### src/rtl/evt_timer_pkg.sv
package evt_timer_pkg;
  // word index = addr[4:2]; order fixes the software-visible map
  typedef enum logic [2:0] {
    SEL_START   = 3'd0,
    SEL_RESTART = 3'd1,
    SEL_RUN     = 3'd2,
    SEL_CAPTURE = 3'd3,
    SEL_SNAP    = 3'd4,
    SEL_STATE   = 3'd5,
    SEL_PEND    = 3'd6,
    SEL_MASK    = 3'd7
  } reg_sel_e;

  localparam int unsigned WinBits = 5;
endpackage

### src/rtl/evt_timer_regs.sv
module evt_timer_regs
  import evt_timer_pkg::*;
#(
  parameter int unsigned WIDTH  = 32,
  parameter int unsigned DATA_W = 32,
  parameter int unsigned ADDR_W = 5
) (
  input  logic              clk_i,
  input  logic              rst_ni,
  input  logic              req_i,
  input  logic              we_i,
  input  logic [ADDR_W-1:0] addr_i,
  input  logic [DATA_W-1:0] wdata_i,
  output logic [DATA_W-1:0] rdata_o,
  output logic [WIDTH-1:0]  start_o,
  output logic [WIDTH-1:0]  restart_o,
  output logic              run_o,
  output logic              mask_o,
  output logic              capture_o,
  output logic              pend_clr_o,
  input  logic [WIDTH-1:0]  snap_i,
  input  logic              zero_i,
  input  logic              pend_i
);
  logic     in_win;
  logic     wr, rd;
  reg_sel_e sel;

  generate
    if (ADDR_W > WinBits) begin : g_hi
      assign in_win = (addr_i[ADDR_W-1:WinBits] == '0) && (addr_i[1:0] == 2'b00);
    end else begin : g_nohi
      assign in_win = (addr_i[1:0] == 2'b00);
    end
  endgenerate

  assign sel = reg_sel_e'(addr_i[4:2]);
  assign wr  = req_i & we_i & in_win;
  assign rd  = req_i & ~we_i & in_win;

  logic [WIDTH-1:0] start_q, restart_q;
  logic             run_q, mask_q;

  always_ff @(posedge clk_i or negedge rst_ni) begin
    if (!rst_ni) begin
      start_q   <= '0;
      restart_q <= '0;
      run_q     <= 1'b0;
      mask_q    <= 1'b0;
    end else if (wr) begin
      case (sel)
        SEL_START:   start_q   <= wdata_i[WIDTH-1:0];
        SEL_RESTART: restart_q <= wdata_i[WIDTH-1:0];
        SEL_RUN:     run_q     <= wdata_i[0];
        SEL_MASK:    mask_q    <= wdata_i[0];
        default: ;
      endcase
    end
  end

  assign capture_o  = wr && (sel == SEL_CAPTURE);
  assign pend_clr_o = wr && (sel == SEL_PEND) && wdata_i[0];

  logic [DATA_W-1:0] rd_mux;
  always_comb begin
    case (sel)
      SEL_START:   rd_mux = DATA_W'(start_q);
      SEL_RESTART: rd_mux = DATA_W'(restart_q);
      SEL_RUN:     rd_mux = DATA_W'(run_q);
      SEL_SNAP:    rd_mux = DATA_W'(snap_i);
      SEL_STATE:   rd_mux = DATA_W'(zero_i);
      SEL_PEND:    rd_mux = DATA_W'(pend_i);
      SEL_MASK:    rd_mux = DATA_W'(mask_q);
      default:     rd_mux = '0;
    endcase
  end

  logic [DATA_W-1:0] rdata_q;
  always_ff @(posedge clk_i or negedge rst_ni) begin
    if (!rst_ni)  rdata_q <= '0;
    else if (rd)  rdata_q <= rd_mux;
    else          rdata_q <= '0;
  end

  assign rdata_o   = rdata_q;
  assign start_o   = start_q;
  assign restart_o = restart_q;
  assign run_o     = run_q;
  assign mask_o    = mask_q;
endmodule

### src/rtl/evt_timer_cnt.sv
module evt_timer_cnt #(
  parameter int unsigned WIDTH = 32
) (
  input  logic             clk_i,
  input  logic             rst_ni,
  input  logic             run_i,
  input  logic [WIDTH-1:0] start_i,
  input  logic [WIDTH-1:0] restart_i,
  input  logic             capture_i,
  output logic [WIDTH-1:0] cnt_o,
  output logic [WIDTH-1:0] snap_o,
  output logic             zero_o
);
  logic [WIDTH-1:0] cnt_q, cnt_d, snap_q;
  logic             at_zero;

  assign at_zero = (cnt_q == '0);

  always_comb begin
    if (!run_i)       cnt_d = start_i;
    else if (at_zero) cnt_d = restart_i;  // restart 0 keeps zero: one-shot
    else              cnt_d = cnt_q - WIDTH'(1);
  end

  always_ff @(posedge clk_i or negedge rst_ni) begin
    if (!rst_ni) begin
      cnt_q  <= '0;
      snap_q <= '0;
    end else begin
      cnt_q <= cnt_d;
      if (capture_i) snap_q <= cnt_q;
    end
  end

  assign cnt_o  = cnt_q;
  assign snap_o = snap_q;
  assign zero_o = at_zero;
endmodule

### src/rtl/evt_timer_evt.sv
module evt_timer_evt (
  input  logic clk_i,
  input  logic rst_ni,
  input  logic run_i,
  input  logic zero_i,
  input  logic clr_i,
  input  logic mask_i,
  output logic pend_o,
  output logic irq_o
);
  logic zero_q, pend_q, hit;

  assign hit = run_i & zero_i & ~zero_q;

  always_ff @(posedge clk_i or negedge rst_ni) begin
    if (!rst_ni) begin
      zero_q <= 1'b1;  // count resets to zero: no edge out of reset
      pend_q <= 1'b0;
    end else begin
      zero_q <= zero_i;
      pend_q <= hit | (pend_q & ~clr_i);  // set beats clear
    end
  end

  assign pend_o = pend_q;
  assign irq_o  = pend_q & mask_i;
endmodule

### src/rtl/evt_timer.sv
module evt_timer #(
  parameter int unsigned WIDTH  = 32,
  parameter int unsigned DATA_W = 32,
  parameter int unsigned ADDR_W = 5
) (
  input  logic              clk_i,
  input  logic              rst_ni,
  input  logic              req_i,
  input  logic              we_i,
  input  logic [ADDR_W-1:0] addr_i,
  input  logic [DATA_W-1:0] wdata_i,
  output logic [DATA_W-1:0] rdata_o,
  output logic              irq_o
);
  logic [WIDTH-1:0] start_w, restart_w, cnt_w, snap_w;
  logic             run_w, mask_w, capture_w, pend_clr_w, zero_w, pend_w;

  evt_timer_regs #(.WIDTH(WIDTH), .DATA_W(DATA_W), .ADDR_W(ADDR_W)) u_regs (
    .clk_i      (clk_i),
    .rst_ni     (rst_ni),
    .req_i      (req_i),
    .we_i       (we_i),
    .addr_i     (addr_i),
    .wdata_i    (wdata_i),
    .rdata_o    (rdata_o),
    .start_o    (start_w),
    .restart_o  (restart_w),
    .run_o      (run_w),
    .mask_o     (mask_w),
    .capture_o  (capture_w),
    .pend_clr_o (pend_clr_w),
    .snap_i     (snap_w),
    .zero_i     (zero_w),
    .pend_i     (pend_w)
  );

  evt_timer_cnt #(.WIDTH(WIDTH)) u_cnt (
    .clk_i     (clk_i),
    .rst_ni    (rst_ni),
    .run_i     (run_w),
    .start_i   (start_w),
    .restart_i (restart_w),
    .capture_i (capture_w),
    .cnt_o     (cnt_w),
    .snap_o    (snap_w),
    .zero_o    (zero_w)
  );

  evt_timer_evt u_evt (
    .clk_i  (clk_i),
    .rst_ni (rst_ni),
    .run_i  (run_w),
    .zero_i (zero_w),
    .clr_i  (pend_clr_w),
    .mask_i (mask_w),
    .pend_o (pend_w),
    .irq_o  (irq_o)
  );
endmodule

### config.mk
export PLATFORM = sky130hd
export DESIGN_NAME = evt_timer
export DESIGN_NICKNAME = d
export VERILOG_FILES = /design/src/rtl/evt_timer_pkg.sv /design/src/rtl/evt_timer_regs.sv /design/src/rtl/evt_timer_cnt.sv /design/src/rtl/evt_timer_evt.sv /design/src/rtl/evt_timer.sv
export SDC_FILE = /design/constraint.sdc
export NUM_CORES = 1
export LEC_CHECK = 0
export ABC_CLOCK_PERIOD_IN_PS = 6100
export BUFFER_PORTS_ARGS = -buffer_cell sky130_fd_sc_hd__buf_4
export CELL_PAD_IN_SITES_DETAIL_PLACEMENT = 0
export CELL_PAD_IN_SITES_GLOBAL_PLACEMENT = 2
export CORE_AREA = 3 3 136 138
export DETAILED_ROUTE_END_ITERATION = 16
export DIE_AREA = 0 0 139 141
export PLACE_DENSITY_LB_ADDON = 0.1
export SYNTH_ARGS = -nofsm -noshare
export SYNTH_HDL_FRONTEND = slang
export SYNTH_SLANG_ARGS = --single-unit
### constraint.sdc
create_clock -name clk_i -period 6.1 [get_ports clk_i]
set_clock_uncertainty 0.1 [all_clocks]
set_input_delay 0 -clock clk_i [delete_from_list [all_inputs] [get_ports clk_i]]
set_output_delay 0 -clock clk_i [all_outputs]
set_load 0.1 [all_outputs]
==> impl_metrics.yaml, run 1 <==
run_status:
  status: "complete, no violations"
sta:
  max_freq_mhz: 277
  post-route-min-period_ns: 3.61
  hold_viol_final: 0
  tightest_slew_ns: 1.00
  final.setup.tns_ns: 0
  period_share_pct: 59.2
  maxSlewViolCount: 0
  slew_headroom_pct: 33.2
  finalSetupViolations: 0
  rsz0062_at_grt: "no"
critical_path:
  cp.arrival_ns: 3.88
  cp_slowest_stage_delay_ns: 0.89
  critPathLaunchType: "register"
  setup.worst_path.class: "reg -> reg"
  cp.required_ns: 6.37
  rrSetupSlack_ns: 2.49
  critical_path.max_fanout: 38
  worstSetupEndpointType: "register"
  crit_chain: "nor4_1, nand4b_4, or4_4, clkinv_2, a31oi_1, nor4_2, dlygate4sd3_1"
  cp_slowest_cell: "or4_4"
detailed_routing:
  wl_per_cell_um: 17.5
  dr_wl_met3_um: 711
  drt-pass1-iter-count: 4
  m1WireLength_um: 8090
  topRoutingLayerUsed: "met4"
  wl_met2_um: 8210
  drt_wl_total_um: 17200
  ant_nets: 0
  via_count: 5199
  viasPerCell: 5.30
  initialDrtViolationCount: 214
  drc: 0
final_layout:
  drive_gt1_share_pct: 29.2
  fin_nets: 786
  multi_input_area_um2: 3210
  fin_area_um2: 9220
  n_antenna_cell: 0
  seq_area_um2: 4110
  syn_to_final_growth_pct: 23.2
  num-fill-cells: 1548
clocking:
  postCtsSetupBuffers: 0
  cts-root-buf: "clkbuf_16"
  cts_sinks: 164
  htreeDepth: 4
  clock_latency_ns: 0.42
  tritoncts: "done"
  clk_path_buf_depth: 2
  cts_buffers: 17
  path_clk_slew_ns: 0.07
synth:
  synthDistinctLibCells: 47
  synth_top_area_cell: "dfrtp_1"
  ys_ff_latch: 164
  synth_top_family_by_area: "multiplexers"
  synth.yosys.seq_area_share_pct: 54.8
  synth_warnings: 0
  synthCells: 645
  async_reset_ff_share_pct: 100
  synth_compound_area_share_pct: 7.74
  synth_area_leaders: "dfrtp_1 (54%), mux2_2 (14%), mux2i_1 (6.4%)"
  synth_xor_area_share_pct: 2.46
  ys.flop_type: "dfrtp_1"
  synth_edf_count: 0
  synth_fp_nets: 688
  yosys.area_share.simple_pct: 11.1
  syn_area_per_cell_um2: 11.6
  synth_area_um2: 7490
  synth_mux_area_share_pct: 20.9
  synth.top_cell.area_share_pct: 54.5
  synth_fa_ha_area_share_pct: 0.334
power_and_ir_drop:
  switchingPower_uw: 876
  irDropWorstVdd_mv: 0.197
  sequentialPowerShare_pct: 43.7
  p_comb_share_pct: 18.8
  power.leakage_nw: 4.38
  power.share.clock_pct: 37.5
  swShare_pct: 28.8
  power_density_nw_per_um2: 329
  p_int_mw: 2.16
floorplanning:
  core_um2: 17300
  die_w_um: 139
  initial_core_util_pct: 43.3
  rows: 48
  fp.dieH_um: 141
  die_area_um2: 19600
  ioPinCount: 74
global_routing:
  track_usage_pct: 18.3
  grt_start_max_net_pins: 91
  grt_overflow: 0
  grt_pass1_wl_um: 28900
  grt_pass1_vias: 5362
  antenna_found_initial: 0
placed_design:
  port_buffers: 73
  placed_area_um2: 8230
  gp_congestion: 0.739
  dpl.hpwl_um: 10300
hold_path:
  hold_path_class: "in -> reg"
job:
  drv_cap: 0
-- routing by layer --
layer,track usage (%),up-vias
met1,25.1,2592
met5,0,-
met4,4.69,0
li1,-,2475
met2,30.1,115
met3,3.70,17
-- worst max-delay path: cells and delay by family (launching register included) --
family | cells | cell delay (ns)
AND/OR/NAND/NOR | 4 | 2.15
AO/OA/AOI/OAI | 1 | 0.12
flip-flops | 1 | 0.42
buffers and inverters | 2 | 0.77
-- what timing repair did --
action | 4_1_cts | 5_1_grt
hold endpoints to repair | 157 | 0
hold buffers | 36 | 0
gates resized for setup | 0 | 0
-- stage by stage --
stage | instances | hold WS, ns | utilization [%] | worst slack (ns) | power (mW)
CTS | 981 | 0.0104 | 53.3 | 2.41 | 3.07
floorplan | 645 | -0.396 | - | 3.71 | 1.72
global route | 981 | 0.0573 | 53.3 | 2.25 | 3.19
finish | 981 | 0.0260 | 53.3 | 2.49 | 3.04
detailed placement | 913 | 0.0276 | 47.6 | 2.90 | 1.91
global placement | 913 | 0.0143 | 47.6 | 2.99 | 1.89
-- layout by cell type (no fill, tap or decap), drive strengths merged, types with 3 or more instances in the layout --
| cell | synthesis | final |
|---|---|---|
| clkinv | 2 | 8 |
| o31ai | 4 | 4 |
| o21ai | 32 | 32 |
| mux2i | 48 | 48 |
| or3 | 5 | 5 |
| bufinv | 0 | 4 |
| a22o | 3 | 3 |
| clkbuf | 22 | 17 |
| nor3 | 11 | 11 |
| buf | 16 | 81 |
| a21oi | 33 | 33 |
| nand3 | 8 | 8 |
| inv | 4 | 7 |
| nand2b | 4 | 4 |
| nor2 | 77 | 77 |
| o21a | 3 | 3 |
| mux2 | 96 | 96 |
| nor4 | 11 | 11 |
| dlygate4sd3 | 0 | 36 |
| nand2 | 39 | 39 |
| nand4 | 6 | 6 |
| dfrtp | 163 | 163 |
| nand4b | 3 | 3 |
| a2bb2oi | 8 | 8 |
| xor2 | 4 | 4 |
| o2bb2ai | 3 | 3 |
| xnor2 | 17 | 17 |
-- area by class of cell --
type,instances,share of cell area (%)
flip-flops and latches,164,44.5
multi-input cells,437,34.8
repair buffers,117,10.5
clock buffers,17,4.61
well taps,225,3.05
clock inverters,15,2.23
inverters,6,0.258
-- cells in the mapped netlist (2+ instances only) --
library cell  number
o21ai_1           10
nand3b_1           2
nor4_1             9
nand4b_1           2
nor4_2             2
ha_1               2
a2bb2oi_1          8
buf_6              3
o2bb2ai_1          3
inv_1              4
nor2_1            77
nand2b_1           4
a31oi_1            2
o21a_1             3
dfrtp_1          163
xor2_1             4
nand3_1            8
buf_1              6
nor3_1            11
or4_4              2
mux2_2            96
nand4_1            6
o21ai_0           22
or3_1              5
o41a_1             2
nand2_1           39
xnor2_1           17
buf_2              7
o31ai_1            4
a21oi_1           33
nor2b_1            2
a22o_1             3
nor3b_1            2
clkbuf_1          22
mux2i_1           48
-- worst paths after layout --
check,start,to,cells after the start
setup / recovery,u_cnt.cnt_o[14],u_regs.rdata_o[0],7
hold / removal,addr_i[0],u_evt.pend_o,6
setup reg to reg,u_cnt.cnt_o[14],u_regs.rdata_o[0],7
hold reg to reg,u_cnt.snap_o[31],u_cnt.snap_o[31],2
max in group asynchronous,rst_ni,u_cnt.snap_o[22],3
min in group asynchronous,rst_ni,u_regs.rdata_o[25],2
-- power groups by stage --
stage / Combinational [mW] / Sequential (mW) / Clock [mW]
detailed placement: 0.558 / 1.35 / 0
floorplan: 0.408 / 1.31 / 0
CTS: 0.579 / 1.33 / 1.16
global placement: 0.547 / 1.34 / 0
global route: 0.641 / 1.35 / 1.20
finish: 0.570 / 1.33 / 1.14
-- state kept, by name (all words and copies together) (netlist names) --
signal,flops
u_regs.rdata_o,32
u_regs.start_o,32
u_regs.run_o,1
u_regs.mask_o,1
u_evt.pend_o,1
u_cnt.cnt_o,32
u_cnt.snap_o,32
u_evt.zero_q,1
u_regs.restart_o,32
-- cell families after synthesis --
kind of cell / count (synthesis)
xor+xnor: 21
compound gates: 95
mux: 144
flops: 164
buf+inv: 44
simple gates: 175
fa+ha+maj: 2
Power figures use the tool's default switching activity.
==> run 2, diff against run 1 <==
--- a/config.mk
+++ b/config.mk
@@ -5,13 +5,13 @@
 export SDC_FILE = /design/constraint.sdc
 export NUM_CORES = 1
 export LEC_CHECK = 0
-export ABC_CLOCK_PERIOD_IN_PS = 6100
+export ABC_CLOCK_PERIOD_IN_PS = 3730
 export BUFFER_PORTS_ARGS = -buffer_cell sky130_fd_sc_hd__buf_4
 export CELL_PAD_IN_SITES_DETAIL_PLACEMENT = 0
 export CELL_PAD_IN_SITES_GLOBAL_PLACEMENT = 2
-export CORE_AREA = 3 3 136 138
+export CORE_AREA = 3 3 141 143
 export DETAILED_ROUTE_END_ITERATION = 16
-export DIE_AREA = 0 0 139 141
+export DIE_AREA = 0 0 144 146
 export PLACE_DENSITY_LB_ADDON = 0.1
 export SYNTH_ARGS = -nofsm -noshare
 export SYNTH_HDL_FRONTEND = slang
==> constraint.sdc (replaced) <==
create_clock -name clk_i -period 3.73 [get_ports clk_i]
set_clock_uncertainty 0.1 [all_clocks]
set_input_delay 0 -clock clk_i [delete_from_list [all_inputs] [get_ports clk_i]]
set_output_delay 0 -clock clk_i [all_outputs]
set_load 0.1 [all_outputs]
==> impl_metrics.yaml, run 2 (synthesized netlist as in run 1, its figures left out) <==
critical_path:
  cp_slowest_cell: "or4_4"
  timing.rr.start: "u_cnt.cnt_o[19]"
  crit_chain: "or4_4, nand4b_4, or4_4, clkinv_2, a31oi_1, nor4_2, dlygate4sd3_1"
  cp.arrival_ns: 3.61
  cp.required_ns: 3.99
  setup.worst_path.class: "reg -> reg"
  r2r-end: "u_regs.rdata_o[0]"
  critical_path.most_common_cell: "or4_4"
  r2r_cells: 7
  critPathLaunchType: "register"
  worstSetupEndpointType: "register"
  cp_slowest_stage_delay_ns: 0.86
  rrSetupSlack_ns: 0.38
  critical_path.max_fanout: 38
placed_design:
  port_buffers: 73
  gp_congestion: 0.748
  placed_area_um2: 8320
  dp_cells: 931
  dpl.hpwl_um: 11100
hold_path:
  min_path_cells: 5
  hold_path_class: "in -> reg"
  hold_end: "u_regs.run_o"
  worstHoldStart: "addr_i[0]"
detailed_routing:
  viasPerCell: 5.18
  drt-pass1-iter-count: 4
  drc: 0
  drt_wl_total_um: 18000
  ant_nets: 0
  initialDrtViolationCount: 221
  wl_per_cell_um: 18.0
  via_count: 5181
power_and_ir_drop:
  irDropWorstVdd_mv: 0.302
  finalPower_mw: 4.92
  power.leakage_nw: 4.41
  power_density_nw_per_um2: 530
global_routing:
  antenna_found_initial: 0
  grt_start_max_net_pins: 106
  track_usage_pct: 18.0
  grt_pass1_wl_um: 29500
  grt_overflow: 0
  grt_pass1_vias: 5474
sta:
  hold_viol_final: 0
  rsz0062_at_grt: "no"
  maxSlewViolCount: 0
  post-route-min-period_ns: 3.35
  tightest_slew_ns: 1.02
  final.setup.tns_ns: 0
  slew_headroom_pct: 32.3
  period_share_pct: 89.8
  max_freq_mhz: 298
  finalSetupViolations: 0
clocking:
  cts_sinks: 164
  htreeDepth: 4
  clock_latency_ns: 0.42
  cts-root-buf: "clkbuf_16"
  postCtsSetupBuffers: 0
  cts_buffers: 17
  tritoncts: "done"
  clk_path_buf_depth: 2
  path_clk_slew_ns: 0.06
final_layout:
  n_antenna_cell: 0
  fin_area_um2: 9280
  fin_nets: 797
  layout_commonest_cell: "dfrtp_1"
  syn_to_final_growth_pct: 24.0
  drive_gt1_share_pct: 29.9
  final_cell_mix: "dfrtp_1 (163), mux2_2 (96), buf_4 (88), nor2_1 (77), mux2i_1 (48)"
  fin_util_pct: 49.6
  stdcell_count: 1001
job:
  drv_cap: 0
floorplanning:
  die_w_um: 144
  fp.dieH_um: 146
  die_area_um2: 21000
  initial_core_util_pct: 40.0
  core_um2: 18700
  rows: 50
  ioPinCount: 74
run_status:
  status: "complete, no violations"
==> run 2: critical path: cells and delay by family, from the launching register on <==
family,cells,cell delay [ns]
simple gates,4,1.85
compound gates,1,0.12
buf+inv,2,0.78
flops,1,0.43
==> run 2: final cells by class <==
class | instances | area, um2
Fill cell | 1735 | 9420
Sequential cell | 164 | 4110
Multi-Input combinational cell | 437 | 3200
Timing Repair Buffer | 128 | 1070
Clock buffer | 21 | 460
Tap cell | 234 | 293
Clock inverter | 11 | 128
Inverter | 6 | 23.8
==> run 2: power by group <==
group / switching, mW / internal [mW]
clock network: 0.729 / 1.02
registers: 0.192 / 1.97
logic: 0.530 / 0.468
==> run 2: timing repair <==
item                      in CTS  in global routing
resized for setup              0                  0
hold endpoints to repair     172                  0
hold buffers                  38                  0
==> run 2: metal layers <==
metal  wire, um  part of all wire (%)  global-route usage (%)
met5          0                     0                       0
met2       8580                    48                    28.2
met1       8690                    48                    24.9
met3        584                   3.2                    4.37
met4        176                  0.98                    4.90
==> run 2: per-stage QoR <==
step,setup slack [ns],hold slack (ns)
final,0.379,0.0195
after global routing,0.262,0.0435
after CTS,0.376,0.00374
after detailed placement,0.885,0.0906
after global placement,0.913,0.0892
after floorplan,1.34,-0.396
==> run 2: worst max path at each step <==
stage                   endpoint  depth (start not counted)            start
2_1_floorplan    u_cnt.cnt_o[10]                          7  u_cnt.cnt_o[19]
3_5_place_dp      u_cnt.cnt_o[0]                          6  u_cnt.cnt_o[19]
3_3_place_gp      u_cnt.cnt_o[0]                          6  u_cnt.cnt_o[19]
4_1_cts        u_regs.rdata_o[0]                          7  u_cnt.cnt_o[18]
6_report       u_regs.rdata_o[0]                          7  u_cnt.cnt_o[19]
5_1_grt        u_regs.rdata_o[0]                          7  u_cnt.cnt_o[19]
==> run 3, diff against run 2 <==
--- a/config.mk
+++ b/config.mk
@@ -9,10 +9,12 @@
 export BUFFER_PORTS_ARGS = -buffer_cell sky130_fd_sc_hd__buf_4
 export CELL_PAD_IN_SITES_DETAIL_PLACEMENT = 0
 export CELL_PAD_IN_SITES_GLOBAL_PLACEMENT = 2
-export CORE_AREA = 3 3 141 143
+export CORE_AREA = 3 3 144 146
 export DETAILED_ROUTE_END_ITERATION = 16
-export DIE_AREA = 0 0 144 146
+export DIE_AREA = 0 0 147 149
 export PLACE_DENSITY_LB_ADDON = 0.1
+export SETUP_SLACK_MARGIN = 0.15
 export SYNTH_ARGS = -nofsm -noshare
 export SYNTH_HDL_FRONTEND = slang
+export SYNTH_HIERARCHICAL = 1
 export SYNTH_SLANG_ARGS = --single-unit
==> impl_metrics.yaml, run 3 <==
clocking:
  cts_sinks: 164
  htreeDepth: 4
  cts_resized: 0
  clock_latency_ns: 0.43
  cts_buffers: 17
  cts-root-buf: "clkbuf_16"
  postCtsSetupBuffers: 0
  path_clk_slew_ns: 0.07
  clk_path_buf_depth: 2
  tritoncts: "done"
critical_path:
  rrSetupSlack_ns: 0.35
  worstSetupEndpointType: "register"
  timing.rr.start: "u_cnt/cnt_o[26]"
  path_buf_inv: 2
  r2r_cells: 8
  crit_chain: "or4_1, or4_4, nor3_1, buf_4, mux2i_1, a211o_1, a221oi_1, dlygate4sd3_1"
  cp_slowest_cell: "or4_1"
  setup.worst_path.class: "reg -> reg"
  cp.required_ns: 3.99
  cp.arrival_ns: 3.64
  cp_slowest_stage_delay_ns: 0.67
  critPathLaunchType: "register"
  path_delay_family: "simple AND/OR/NAND/NOR gates"
  path_depth: 8
  critPathLaunch: "u_cnt/cnt_o[26]"
  critical_path.max_fanout: 7
hold_path:
  worstHoldStart: "req_i"
  min_path_cells: 4
  hold_path_class: "in -> reg"
sta:
  rsz0062_at_grt: "no"
  period_share_pct: 90.5
  finalSetupViolations: 0
  final.setup.tns_ns: 0
  timing.hold.ws_ns: 0.0858
  hold_viol_final: 0
  tightest_slew_ns: 1.07
  post-route-min-period_ns: 3.38
  maxSlewViolCount: 0
  slew_headroom_pct: 28.1
  max_freq_mhz: 296
placed_design:
  port_buffers: 73
  gp_congestion: 0.753
  dpl.hpwl_um: 11300
power_and_ir_drop:
  irDropWorstVdd_mv: 0.301
  sequentialPowerShare_pct: 43.6
  power_density_nw_per_um2: 520
  swShare_pct: 29.3
  switchingPower_mw: 1.48
  p_int_mw: 3.57
  power.leakage_nw: 4.59
  power.share.clock_pct: 36.4
  p_comb_share_pct: 20.0
detailed_routing:
  viasPerCell: 5.18
  drt-pass1-iter-count: 4
  wl_per_cell_um: 18.4
  ant_nets: 0
  initialDrtViolationCount: 243
  via_count: 5384
  drc: 0
  drt_wl_total_um: 19100
final_layout:
  final_cell_mix: "dfrtp_1 (162), buf_4 (85), mux2_4 (60), mux2_2 (47), nand2_1 (40)"
  n_antenna_cell: 0
  num-fill-cells: 1787
  layout_commonest_cell: "dfrtp_1"
  syn_to_final_growth_pct: 22.2
  drive_gt1_share_pct: 35.0
  fin_nets: 804
synth:
  synthDistinctLibCells: 55
  synth.top_cell.area_share_pct: 51.3
  synth_xor_area_share_pct: 1.54
  synth_common_cells: "dfrtp_1 (163), mux2_4 (60), mux2_2 (47)"
  synth_top_area_cell: "dfrtp_1"
  yosys.area_share.simple_pct: 11.4
  synth_top_family_by_area: "multiplexers"
  ys.flop_type: "dfrtp_1"
  synth_area_um2: 7950
  synth_warnings: 6
  ys_ff_latch: 164
  async_reset_ff_share_pct: 100
  synthCells: 661
  synth_area_leaders: "dfrtp_1 (51%), mux2_4 (11%), mux2_2 (6.7%)"
  synth_compound_area_share_pct: 7.93
  synth_fa_ha_area_share_pct: 0.315
  synth_fp_nets: 704
  syn_area_per_cell_um2: 12.0
  yosysMostFrequentCell: "dfrtp_1"
  synth.yosys.seq_area_share_pct: 51.7
  synth_edf_count: 0
  synth_mux_area_share_pct: 22.9
global_routing:
  grt_start_max_net_pins: 104
  grt_pass1_wl_um: 31900
  grt_pass1_vias: 5856
  grt_overflow: 0
  antenna_found_initial: 0
  track_usage_pct: 18.3
floorplanning:
  die_w_um: 147
  ioPinCount: 74
  core_um2: 19500
  fp.dieH_um: 149
  rows: 51
  die_area_um2: 21900
  initial_core_util_pct: 40.7
run_status:
  status: "complete, no violations"
job:
  drv_cap: 0
run 3: path summary, 6_finish.rpt:
| kind | to |
|---|---|
| setup / recovery | u_regs/rdata_o[0] |
| hold / removal | u_regs/run_o |
| setup reg to reg | u_regs/rdata_o[0] |
| hold reg to reg | u_evt/pend_o |
| max in group asynchronous | u_cnt/snap_o[20] |
| min in group asynchronous | u_regs/rdata_o[0] |
run 3: cell type report:
class,instances,area (um2),share of cell area (%)
clock inverters,15,191,1.97
flip-flops and latches,164,4110,42.3
well taps,265,332,3.41
multi-input cells,427,3510,36.2
inverters,26,97.6,1.00
clock buffers,17,425,4.38
repair buffers,125,1050,10.8
run 3: worst min-delay path, stage by stage:
cell and delay [ns]:
buf_4 0.11, and2_1 0.19, nand3_1 0.11, mux2_2 0.15
run 3: kinds of logic after synthesis:
| kind of cell | count (synthesis) |
|---|---|
| and+or+nand+nor | 164 |
| DFF | 164 |
| muxes | 145 |
| AOI/OAI and AO/OA | 102 |
| buffers and inverters | 70 |
| xor gates and xnor gates | 14 |
| adders and majority gates | 2 |
run 3: layer usage:
metal  GRT usage, %  share of wire, %  vias up
li1               -                 -     2542
met1           24.0                47     2749
met2           31.2                50       82
met3           3.83               2.5       11
met4           4.66              0.85        0
met5              0                 0        -
run 3: repair_timing:
| item | CTS | global route |
|---|---|---|
| hold endpoints to repair | 169 | 0 |
| hold buffers | 38 | 0 |
| setup endpoints to repair | 0 | 0 |
run 3: through the flow:
step	power, mW	setup WS [ns]	std cells	utilization, %	area [um2]
after floorplan	2.88	0.961	661	-	7950
after global placement	3.19	0.774	969	44.6	8720
after detailed placement	3.21	0.711	969	44.6	8720
after CTS	5.10	0.378	1039	49.8	9710
after global routing	5.33	0.181	1039	49.8	9710
final	5.05	0.355	1039	49.8	9710
run 3: power groups by stage:
stage          combinational, mW  clock [mW]  sequential [mW]
6_report                    1.01        1.84             2.20
5_1_grt                     1.12        1.97             2.24
4_1_cts                     1.02        1.89             2.20
3_5_place_dp               0.977           0             2.23
3_3_place_gp               0.962           0             2.23
2_1_floorplan              0.742           0             2.14
